==> config.mk <==
export PLATFORM = sky130hd
export DESIGN_NAME = flash_err_capture
export DESIGN_NICKNAME = d
export VERILOG_FILES = /design/src/rtl/flash_err_pkg.sv /design/src/rtl/flash_err_class.sv /design/src/rtl/flash_err_block.sv /design/src/rtl/flash_err_capture.sv
export SDC_FILE = /design/constraint.sdc
export NUM_CORES = 1
export LEC_CHECK = 0
export ABC_AREA = 1
export BUFFER_PORTS_ARGS = -buffer_cell sky130_fd_sc_hd__buf_4
export CAP_MARGIN = 10
export CORE_ASPECT_RATIO = 1.1
export CORE_MARGIN = 2
export CORE_UTILIZATION = 41
export DETAILED_ROUTE_END_ITERATION = 8
export GPL_TIMING_DRIVEN = 0
export PLACE_DENSITY = 0.82
export SKIP_LAST_GASP = 1
export SYNTH_ARGS = -nofsm -noshare
export SYNTH_HDL_FRONTEND = slang
export SYNTH_HIERARCHICAL = 1
export SYNTH_SLANG_ARGS = --single-unit
==> constraint.sdc <==
create_clock -name clk -period 1 [get_ports clk]
set_clock_uncertainty 0.05 [all_clocks]
set_input_delay 0.1 -clock clk [delete_from_list [all_inputs] [get_ports clk]]
set_output_delay 0.1 -clock clk [all_outputs]
set_load 0.05 [all_outputs]
==> src/rtl/flash_err_pkg.sv <==
package flash_err_pkg;
  typedef enum logic [1:0] {
    RPT_OFF  = 2'b00,
    RPT_RSVD = 2'b01,
    RPT_SERR = 2'b10,
    RPT_SMI  = 2'b11
  } rpt_mode_e;

  localparam int NUM_CLS    = 2;   // class 0 non-fatal, class 1 fatal
  localparam int MODE_W     = 2;
  localparam int MODE_LSB   = 0;
  localparam int STAT_LSB   = 4;
  localparam int CAUSE_LSB  = 8;
  localparam int BLKEN_BIT  = 16;
  localparam int BLKD_BIT   = 17;
  localparam int EMPTY_BIT  = 18;
  localparam int PRIO_BIT   = 19;
  localparam logic [3:0] NF_FETCH_CODE = 4'd1;
endpackage

==> src/rtl/flash_err_class.sv <==
module flash_err_class
  import flash_err_pkg::*;
#(
  parameter int CAUSE_W = 4
) (
  input  logic               clk,
  input  logic               rst,
  input  logic               evt_valid,
  input  logic [CAUSE_W-1:0] evt_code,
  input  logic               clr_req,
  input  rpt_mode_e          rpt_mode,
  input  logic               host_rst,
  input  logic               serr_cmd_en,
  output logic               status_q,
  output logic [CAUSE_W-1:0] cause_q,
  output logic               smi_on_q,
  output logic               smi_off_q,
  output logic               serr_q
);
  logic hit, rise, fall, may_report;

  assign hit        = evt_valid && (evt_code != '0);
  assign rise       = hit && !status_q;
  assign fall       = clr_req && status_q && !hit;
  assign may_report = !host_rst;

  always_ff @(posedge clk) begin
    if (rst) begin
      status_q  <= 1'b0;
      cause_q   <= '0;
      smi_on_q  <= 1'b0;
      smi_off_q <= 1'b0;
      serr_q    <= 1'b0;
    end else begin
      status_q <= hit | (status_q & ~clr_req);
      if (hit && (!status_q || clr_req))
        cause_q <= evt_code;
      smi_on_q  <= rise && may_report && (rpt_mode == RPT_SMI);
      smi_off_q <= fall && may_report && (rpt_mode == RPT_SMI);
      serr_q    <= rise && may_report && serr_cmd_en && (rpt_mode == RPT_SERR);
    end
  end


  status_set_chk: assert property (@(posedge clk) disable iff (rst)
    hit |=> status_q);

  cause_hold_chk: assert property (@(posedge clk) disable iff (rst)
    (status_q && !clr_req) |=> $stable(cause_q));

  quiet_in_reset_chk: assert property (@(posedge clk) disable iff (rst)
    host_rst |=> !(smi_on_q || smi_off_q || serr_q));

  serr_gate_chk: assert property (@(posedge clk) disable iff (rst)
    !serr_cmd_en |=> !serr_q);

  smi_pair_chk: assert property (@(posedge clk) disable iff (rst)
    $onehot0({smi_on_q, smi_off_q}));
endmodule

==> src/rtl/flash_err_block.sv <==
module flash_err_block (
  input  logic clk,
  input  logic rst,
  input  logic slave_mode,
  input  logic blk_en,
  input  logic nf_fetch_err,
  input  logic clr_req,
  output logic blocked_q
);
  logic set_blk;
  assign set_blk = slave_mode && blk_en && nf_fetch_err;

  always_ff @(posedge clk) begin
    if (rst)          blocked_q <= 1'b0;
    else if (set_blk) blocked_q <= 1'b1;
    else if (clr_req) blocked_q <= 1'b0;
  end


  master_never_chk: assert property (@(posedge clk) disable iff (rst)
    (!slave_mode && !blocked_q) |=> !blocked_q);

  block_set_chk: assert property (@(posedge clk) disable iff (rst)
    set_blk |=> blocked_q);
endmodule

==> src/rtl/flash_err_capture.sv <==
module flash_err_capture
  import flash_err_pkg::*;
#(
  parameter int DATA_W  = 32,
  parameter int CAUSE_W = 4
) (
  input  logic              clk,
  input  logic              rst,
  input  logic              reg_wr_en,
  input  logic [DATA_W-1:0] reg_wr_data,
  output logic [DATA_W-1:0] reg_rd_data,
  input  logic              evt_valid,
  input  logic [CAUSE_W-1:0] evt_nf_cause,
  input  logic [CAUSE_W-1:0] evt_fat_cause,
  input  logic              evt_cpl_fetch,
  input  logic              slave_mode,
  input  logic              np_table_empty,
  input  logic              host_in_reset,
  input  logic              serr_cmd_en,
  output logic              smi_assert,
  output logic              smi_deassert,
  output logic              serr_req,
  output logic              sse_set,
  output logic              chan_block
);
  rpt_mode_e                        mode_q [NUM_CLS];
  logic [NUM_CLS-1:0][CAUSE_W-1:0]  codes, causes;
  logic [NUM_CLS-1:0]               stat, smi_on, smi_off, serr_v;
  logic blk_en_q, prio_q, empty_q, blocked;
  logic unused_wr;

  assign codes[0] = evt_nf_cause;
  assign codes[1] = evt_fat_cause;
  assign unused_wr = ^{reg_wr_data[DATA_W-1:PRIO_BIT+1], reg_wr_data[EMPTY_BIT],
                       reg_wr_data[CAUSE_LSB+NUM_CLS*CAUSE_W-1:STAT_LSB+NUM_CLS]};

  always_ff @(posedge clk) begin
    if (rst) begin
      blk_en_q <= 1'b0;
      prio_q   <= 1'b1;
      empty_q  <= 1'b1;
    end else begin
      empty_q <= slave_mode ? np_table_empty : 1'b1;
      if (reg_wr_en) begin
        blk_en_q <= reg_wr_data[BLKEN_BIT];
        prio_q   <= reg_wr_data[PRIO_BIT];
      end
    end
  end

  for (genvar c = 0; c < NUM_CLS; c++) begin : g_cls
    always_ff @(posedge clk) begin
      if (rst) mode_q[c] <= RPT_OFF;
      else if (reg_wr_en)
        mode_q[c] <= rpt_mode_e'(reg_wr_data[MODE_LSB+MODE_W*c +: MODE_W]);
    end

    flash_err_class #(.CAUSE_W(CAUSE_W)) u_cls (
      .clk         (clk),
      .rst         (rst),
      .evt_valid   (evt_valid),
      .evt_code    (codes[c]),
      .clr_req     (reg_wr_en && reg_wr_data[STAT_LSB+c]),
      .rpt_mode    (mode_q[c]),
      .host_rst    (host_in_reset),
      .serr_cmd_en (serr_cmd_en),
      .status_q    (stat[c]),
      .cause_q     (causes[c]),
      .smi_on_q    (smi_on[c]),
      .smi_off_q   (smi_off[c]),
      .serr_q      (serr_v[c])
    );
  end

  flash_err_block u_blk (
    .clk          (clk),
    .rst          (rst),
    .slave_mode   (slave_mode),
    .blk_en       (blk_en_q),
    .nf_fetch_err (evt_valid && evt_cpl_fetch && (evt_nf_cause == NF_FETCH_CODE)),
    .clr_req      (reg_wr_en && reg_wr_data[BLKD_BIT]),
    .blocked_q    (blocked)
  );

  always_comb begin
    reg_rd_data = '0;
    for (int c = 0; c < NUM_CLS; c++) begin
      reg_rd_data[MODE_LSB+MODE_W*c +: MODE_W]    = mode_q[c];
      reg_rd_data[STAT_LSB+c]                     = stat[c];
      reg_rd_data[CAUSE_LSB+CAUSE_W*c +: CAUSE_W] = causes[c];
    end
    reg_rd_data[BLKEN_BIT] = blk_en_q;
    reg_rd_data[BLKD_BIT]  = blocked;
    reg_rd_data[EMPTY_BIT] = empty_q;
    reg_rd_data[PRIO_BIT]  = prio_q;
  end

  assign smi_assert   = |smi_on;
  assign smi_deassert = |smi_off;
  assign serr_req     = |serr_v;
  assign sse_set      = |serr_v;
  assign chan_block   = blocked;


  empty_master_chk: assert property (@(posedge clk) disable iff (rst)
    !slave_mode |=> reg_rd_data[EMPTY_BIT]);

  reserved_zero_chk: assert property (@(posedge clk) disable iff (rst)
    reg_wr_en |=> (reg_rd_data[DATA_W-1:PRIO_BIT+1] == '0));
endmodule

# ---- Yosys cells after proc, flatten, opt, wreduce, memory -nomap -nowiden
# Memory sizes are Yosys's and may differ from the RTL's.
# Index checks and enable logic that the tools add are counted.
dict set report totals {
  regBits 20
  mem_bits_rw 4
  inputBits 49
  out_inout_bits 37
  mem_count 1
}
# name words word_bits read_ports rd_ports_with_merged_regs wr line_no
set mem_list {}
lappend mem_list {mode_q 2 2 2 0 2 flash_err_capture.sv:26} ;# rpt_mode_e mode_q [NUM_CLS];
dict set report op_classes {
  n_eq_ne 5
  n_mux 9
  n_bitwise 9
  n_reduce_logical 43
}
# op count
set ops {}
lappend ops {{$logic_and 1x1->1} 29}
lappend ops {{$eq 2x2->1 const B} 4}
lappend ops {{$reduce_bool 4->1} 2}
lappend ops {{$reduce_or 2->1} 4}
lappend ops {{$mux 1} 7}
lappend ops {{$logic_not 1->1} 5}
lappend ops {{$eq 4x1->1 const B} 1}
lappend ops {{$mux 2} 2}
lappend ops {{$or 1x1->1} 4}
lappend ops {{$not 1->1} 3}
lappend ops {{$and 1x1->1} 2}
lappend ops {{$logic_or 1x1->1} 2}
lappend ops {{$reduce_bool 2->1} 1}

# ---- Depth between registers and ports, before layout
dict set report depth {
  depth_word 6
  depth_mapped 8
  mapped_depth_nobuf 8
}

# ---- Hierarchy
# Netlist, hierarchy kept.
# mod instances cells_each area_per_inst_um2
set modules_own_cells {}
lappend modules_own_cells {flash_err_class 2 56 370.4}
lappend modules_own_cells {flash_err_capture 1 61 467.9}
lappend modules_own_cells {flash_err_block 1 5 41.3}

# ---- Worst setup path before layout
# Ideal clock, no wire load.
dict set report synth_timing {
  kind {reg2reg}
  from {reg g_cls[0].u_cls.status_q}
  to {reg g_cls[0].u_cls.cause_q[0]}
  setup_ps 110
  arrival_time_ps 1065
  required_ps 840
  setup_slack_ps -225
  path_stages_with_launch 6
  n_path_buf 0
  path_cell_list {dfxtp_1 > nand2_2 > nand3_2 > nand2_1 > inv_1 > nor2_1}
}
dict set report synth_via {
  elab_chain_cells 3
}
# element line_no
set synth_lines {}
lappend synth_lines {{from (decl)} flash_err_class.sv:14} ;# output logic status_q,
lappend synth_lines {{from (signal assigned)} flash_err_class.sv:35} ;# status_q <= hit | (status_q & ~clr_req);
lappend synth_lines {{$logic_not 1->1} flash_err_class.sv:36} ;# if (hit && (!status_q || clr_req))
lappend synth_lines {{$logic_or 1x1->1} flash_err_class.sv:36}
lappend synth_lines {{$logic_and 1x1->1} flash_err_class.sv:36}
lappend synth_lines {{to (signal assigned)} flash_err_class.sv:37} ;# cause_q <= evt_code;
lappend synth_lines {{to (decl)} flash_err_class.sv:15} ;# output logic [CAUSE_W-1:0] cause_q,
# Every way passes these cells.
# A chain may end at the register's enable or synchronous reset.

# ---- Worst setup path in the final report
dict set report layout_timing {
  from {reg g_cls[1].u_cls.serr_q}
  to {out sse_set}
}
dict set report layout_via {
  elab_chain_cells 1
}
# element line_no
set layout_lines {}
lappend layout_lines {{from (decl)} flash_err_class.sv:18} ;# output logic serr_q
lappend layout_lines {{from (signal assigned)} flash_err_class.sv:40} ;# serr_q <= rise && may_report && serr_cmd_en && (rpt_mode == RPT_SERR);
lappend layout_lines {{$reduce_or 2->1} flash_err_capture.sv:101} ;# assign sse_set = |serr_v;
lappend layout_lines {{to (decl)} flash_err_capture.sv:23} ;# output logic sse_set,
# Every way passes these cells.

==> metrics <==
final setup vio count=13; crit-path max FO=2; top post-synthesis cells by area=dfxtp_1 32%, inv_1 13%, buf_4 11%, nand2_1 11%, edfxtp_1 9.6%; CTS buffer count=3; Hold Path End=prio_q; Worst-path clk slew=approximately 0.12 ns; kind of critical path=reg2out; Slew Viols, Final=0; grt ovf=0; VDD IR max=about 700 µV; Worst path max stage delay=about 0.32 ns; number of global-route vias before repair=about 1100; fmax=approximately 800 MHz; Req. time, crit path=0.85 ns; post-route cell area=2063 µm²; Leak=1.124 nW; fin crit period=1.266 ns; placed instance area=approximately 1700 µm²; Post-Route WL=2966 µm; Worst Setup SP=g_cls[1].u_cls/serr_q; Die X=about 57 µm; Synth Warn #=6; largest net degree at the start of global routing=16; worst r2r dst=g_cls[0].u_cls/smi_on_q; status=finished, violations left; Crit. End Element=output port; Hold Crit Class=in2reg; Synth top cells by count=43 x inv_1, 36 x nand2_1, 21 x nor2_1; Synth Register Bits=24; final-report hold violation count=0; Ports=86; failing checks=negative setup slack; htree depth=1; initial antenna violation count=0; CP Cell Sequence=or2_4 > buf_6 > buf_8; multi-input logic area=approximately 540 µm²; EDFF count, synth=4; Reg2Reg Setup Slack=~0.03 ns; wire per inst=10.33 µm; worst r2r path cells=3; Post-synth ARST share=0; Core Area=approximately 3000 µm²; RSZ-0062 raised after global routing=yes; post-synthesis cell type count=16; clk_lat worst skew=~0.3 ns; top-count cell post-synth=inv_1; DP HPWL=between 1500 and 2000 µm; RD Place Congestion=just over 0.8; port bufs=48; pwr dens=between 1000 and 1500 nW/µm²; Max-Cap Viols=0; row count=21; Mean Syn Cell Area=~7.0 µm²; worst r2r src=g_cls[0].u_cls/status_q; share of cells above drive strength 1=0.4387; drt first pass iters=4; Final #Nets=around 300; fin crit share=1.266; WP data arrival=roughly 1.1 ns; area leader, netlist=dfxtp_1; Die Ht=just over 60 µm; Total Die Area=3507 µm²; antenna viol nets, final=0; hold path start=reg_wr_en; clock sinks=24; Synth Instances=between 150 and 200; synthesized area=about 1200 µm²; post-route setup TNS=-1.282 ns; root buffer cell=clkbuf_4; startpoint types=flip-flop; register area=approximately 550 µm²; Final WS setup=-0.2660 ns; Slowest-stage cell, CP=dfxtp_1; TritonCTS clock tree=done; Worst Hold Path Cells=3; Synth top area share=0.3203; # diodes=0; number of DRC markers in iteration 0=28; GRT Total Usage=0.1736; vias=around 1200; Primary FF master, synth=dfxtp_1; post-synthesis sequential area ratio=0.4164; Avg Vias per Cell=approximately 4.3; Max Root-Sink Buffers=2; initial core utilization=0.4210; Area growth, synth to finish=65.07%; DR DRC count=0; first-pass GRT wire length=roughly 4600 µm; # fillers=~250
==> worst max-delay path, delay by kind of cell (launching register included) <==
kind	cells	cell delay (ns)
flip-flops	1	0.32
buffers and inverters	2	0.25
AND/OR/NAND/NOR	1	0.24
==> worst max-delay path by stage <==
stage,endpoint,slack (ns),cells after the start
final,sse_set,-0.27,3
after global routing,sse_set,-0.31,3
after CTS,sse_set,-0.28,3
after detailed placement,sse_set,0.04,3
after global placement,sse_set,0.04,3
after floorplan,g_cls[0].u_cls/smi_off_q,-0.10,4
==> area by class of cell <==
class / instances / area share
Clock buffer: 3 / 0.01092
Timing Repair Buffer: 61 / 0.2996
Inverter: 43 / 0.07823
Sequential cell: 24 / 0.2656
Tap cell: 34 / 0.02062
Multi-Input combinational cell: 105 / 0.2614
Buffer: 16 / 0.06186
Clock inverter: 1 / 0.001819
==> per-stage QoR <==
stage	setup slack (ns)	utilization	total power, mW	hold slack [ns]	std cells
detailed placement	0.03673	0.5769	1.827	0.2606	273
global placement	0.03843	0.5769	1.821	0.2449	273
floorplan	-0.1027	-	1.613	0.1051	191
global route	-0.3126	0.6949	2.517	0.02192	287
CTS	-0.2789	0.6637	2.355	0.003777	286
finish	-0.2660	0.6949	2.389	0.01713	287
==> cells by family (layout without fill, tap and decap cells) <==
kind of cell           count (synthesis)  count (layout)  share of synthesized area
flip-flops                            24              24                     0.4164
AO/OA/AOI/OAI                          4               4                    0.01902
buffers and inverters                 62             124                     0.2432
AND/OR/NAND/NOR                       87              87                     0.3183
other                                  1              14                   0.003000
==> cell usage in the layout (no fill, tap or decap), drive strengths merged <==
cell and count:
nand4 10, dfxtp 20, clkbuf 3, or2 3, nand3 6, dlygate4sd3 7
clkinv 1, inv 43, nand3b 1, a21oi 4, nor3 6, edfxtp 4
conb 14, buf 70, nor2 21, nand2 40
==> registers in the layout, indices dropped and copies added (netlist names), 2 cells and up <==
signal / flops
mode_q: 4
g_cls.u_cls/cause_q: 8
g_cls.u_cls/smi_on_q: 2
g_cls.u_cls/smi_off_q: 2
g_cls.u_cls/serr_q: 2
g_cls.u_cls/status_q: 2
==> report_power, final <==
part / total [mW] / leakage (nW) / internal, mW / switching [mW]
Clock: 0.429 / 0.0154 / 0.146 / 0.283
Combinational: 0.867 / 0.896 / 0.344 / 0.523
Sequential: 1.09 / 0.212 / 1.04 / 0.0511
Total: 2.39 / 1.12 / 1.53 / 0.857
==> layer usage <==
layer	track usage	vias up	wire length [µm]
met5	0	-	0
met4	0.09184	0	51
met3	0.03520	8	191
met2	0.3239	46	1543
met1	0.1897	526	1180
li1	-	650	-
==> repair_timing <==
| action | in CTS | in global routing |
|---|---|---|
| gates resized for setup | 47 | 23 |
| setup endpoints to repair | 23 | 34 |
| hold buffers | 7 | 0 |
| pin swaps | 1 | 2 |
| endpoints found under the hold margin | 10 | 0 |
| buffers inserted | 5 | 1 |
| gates cloned | 0 | 0 |
Note: power is estimated with default switching activity, not from simulation.
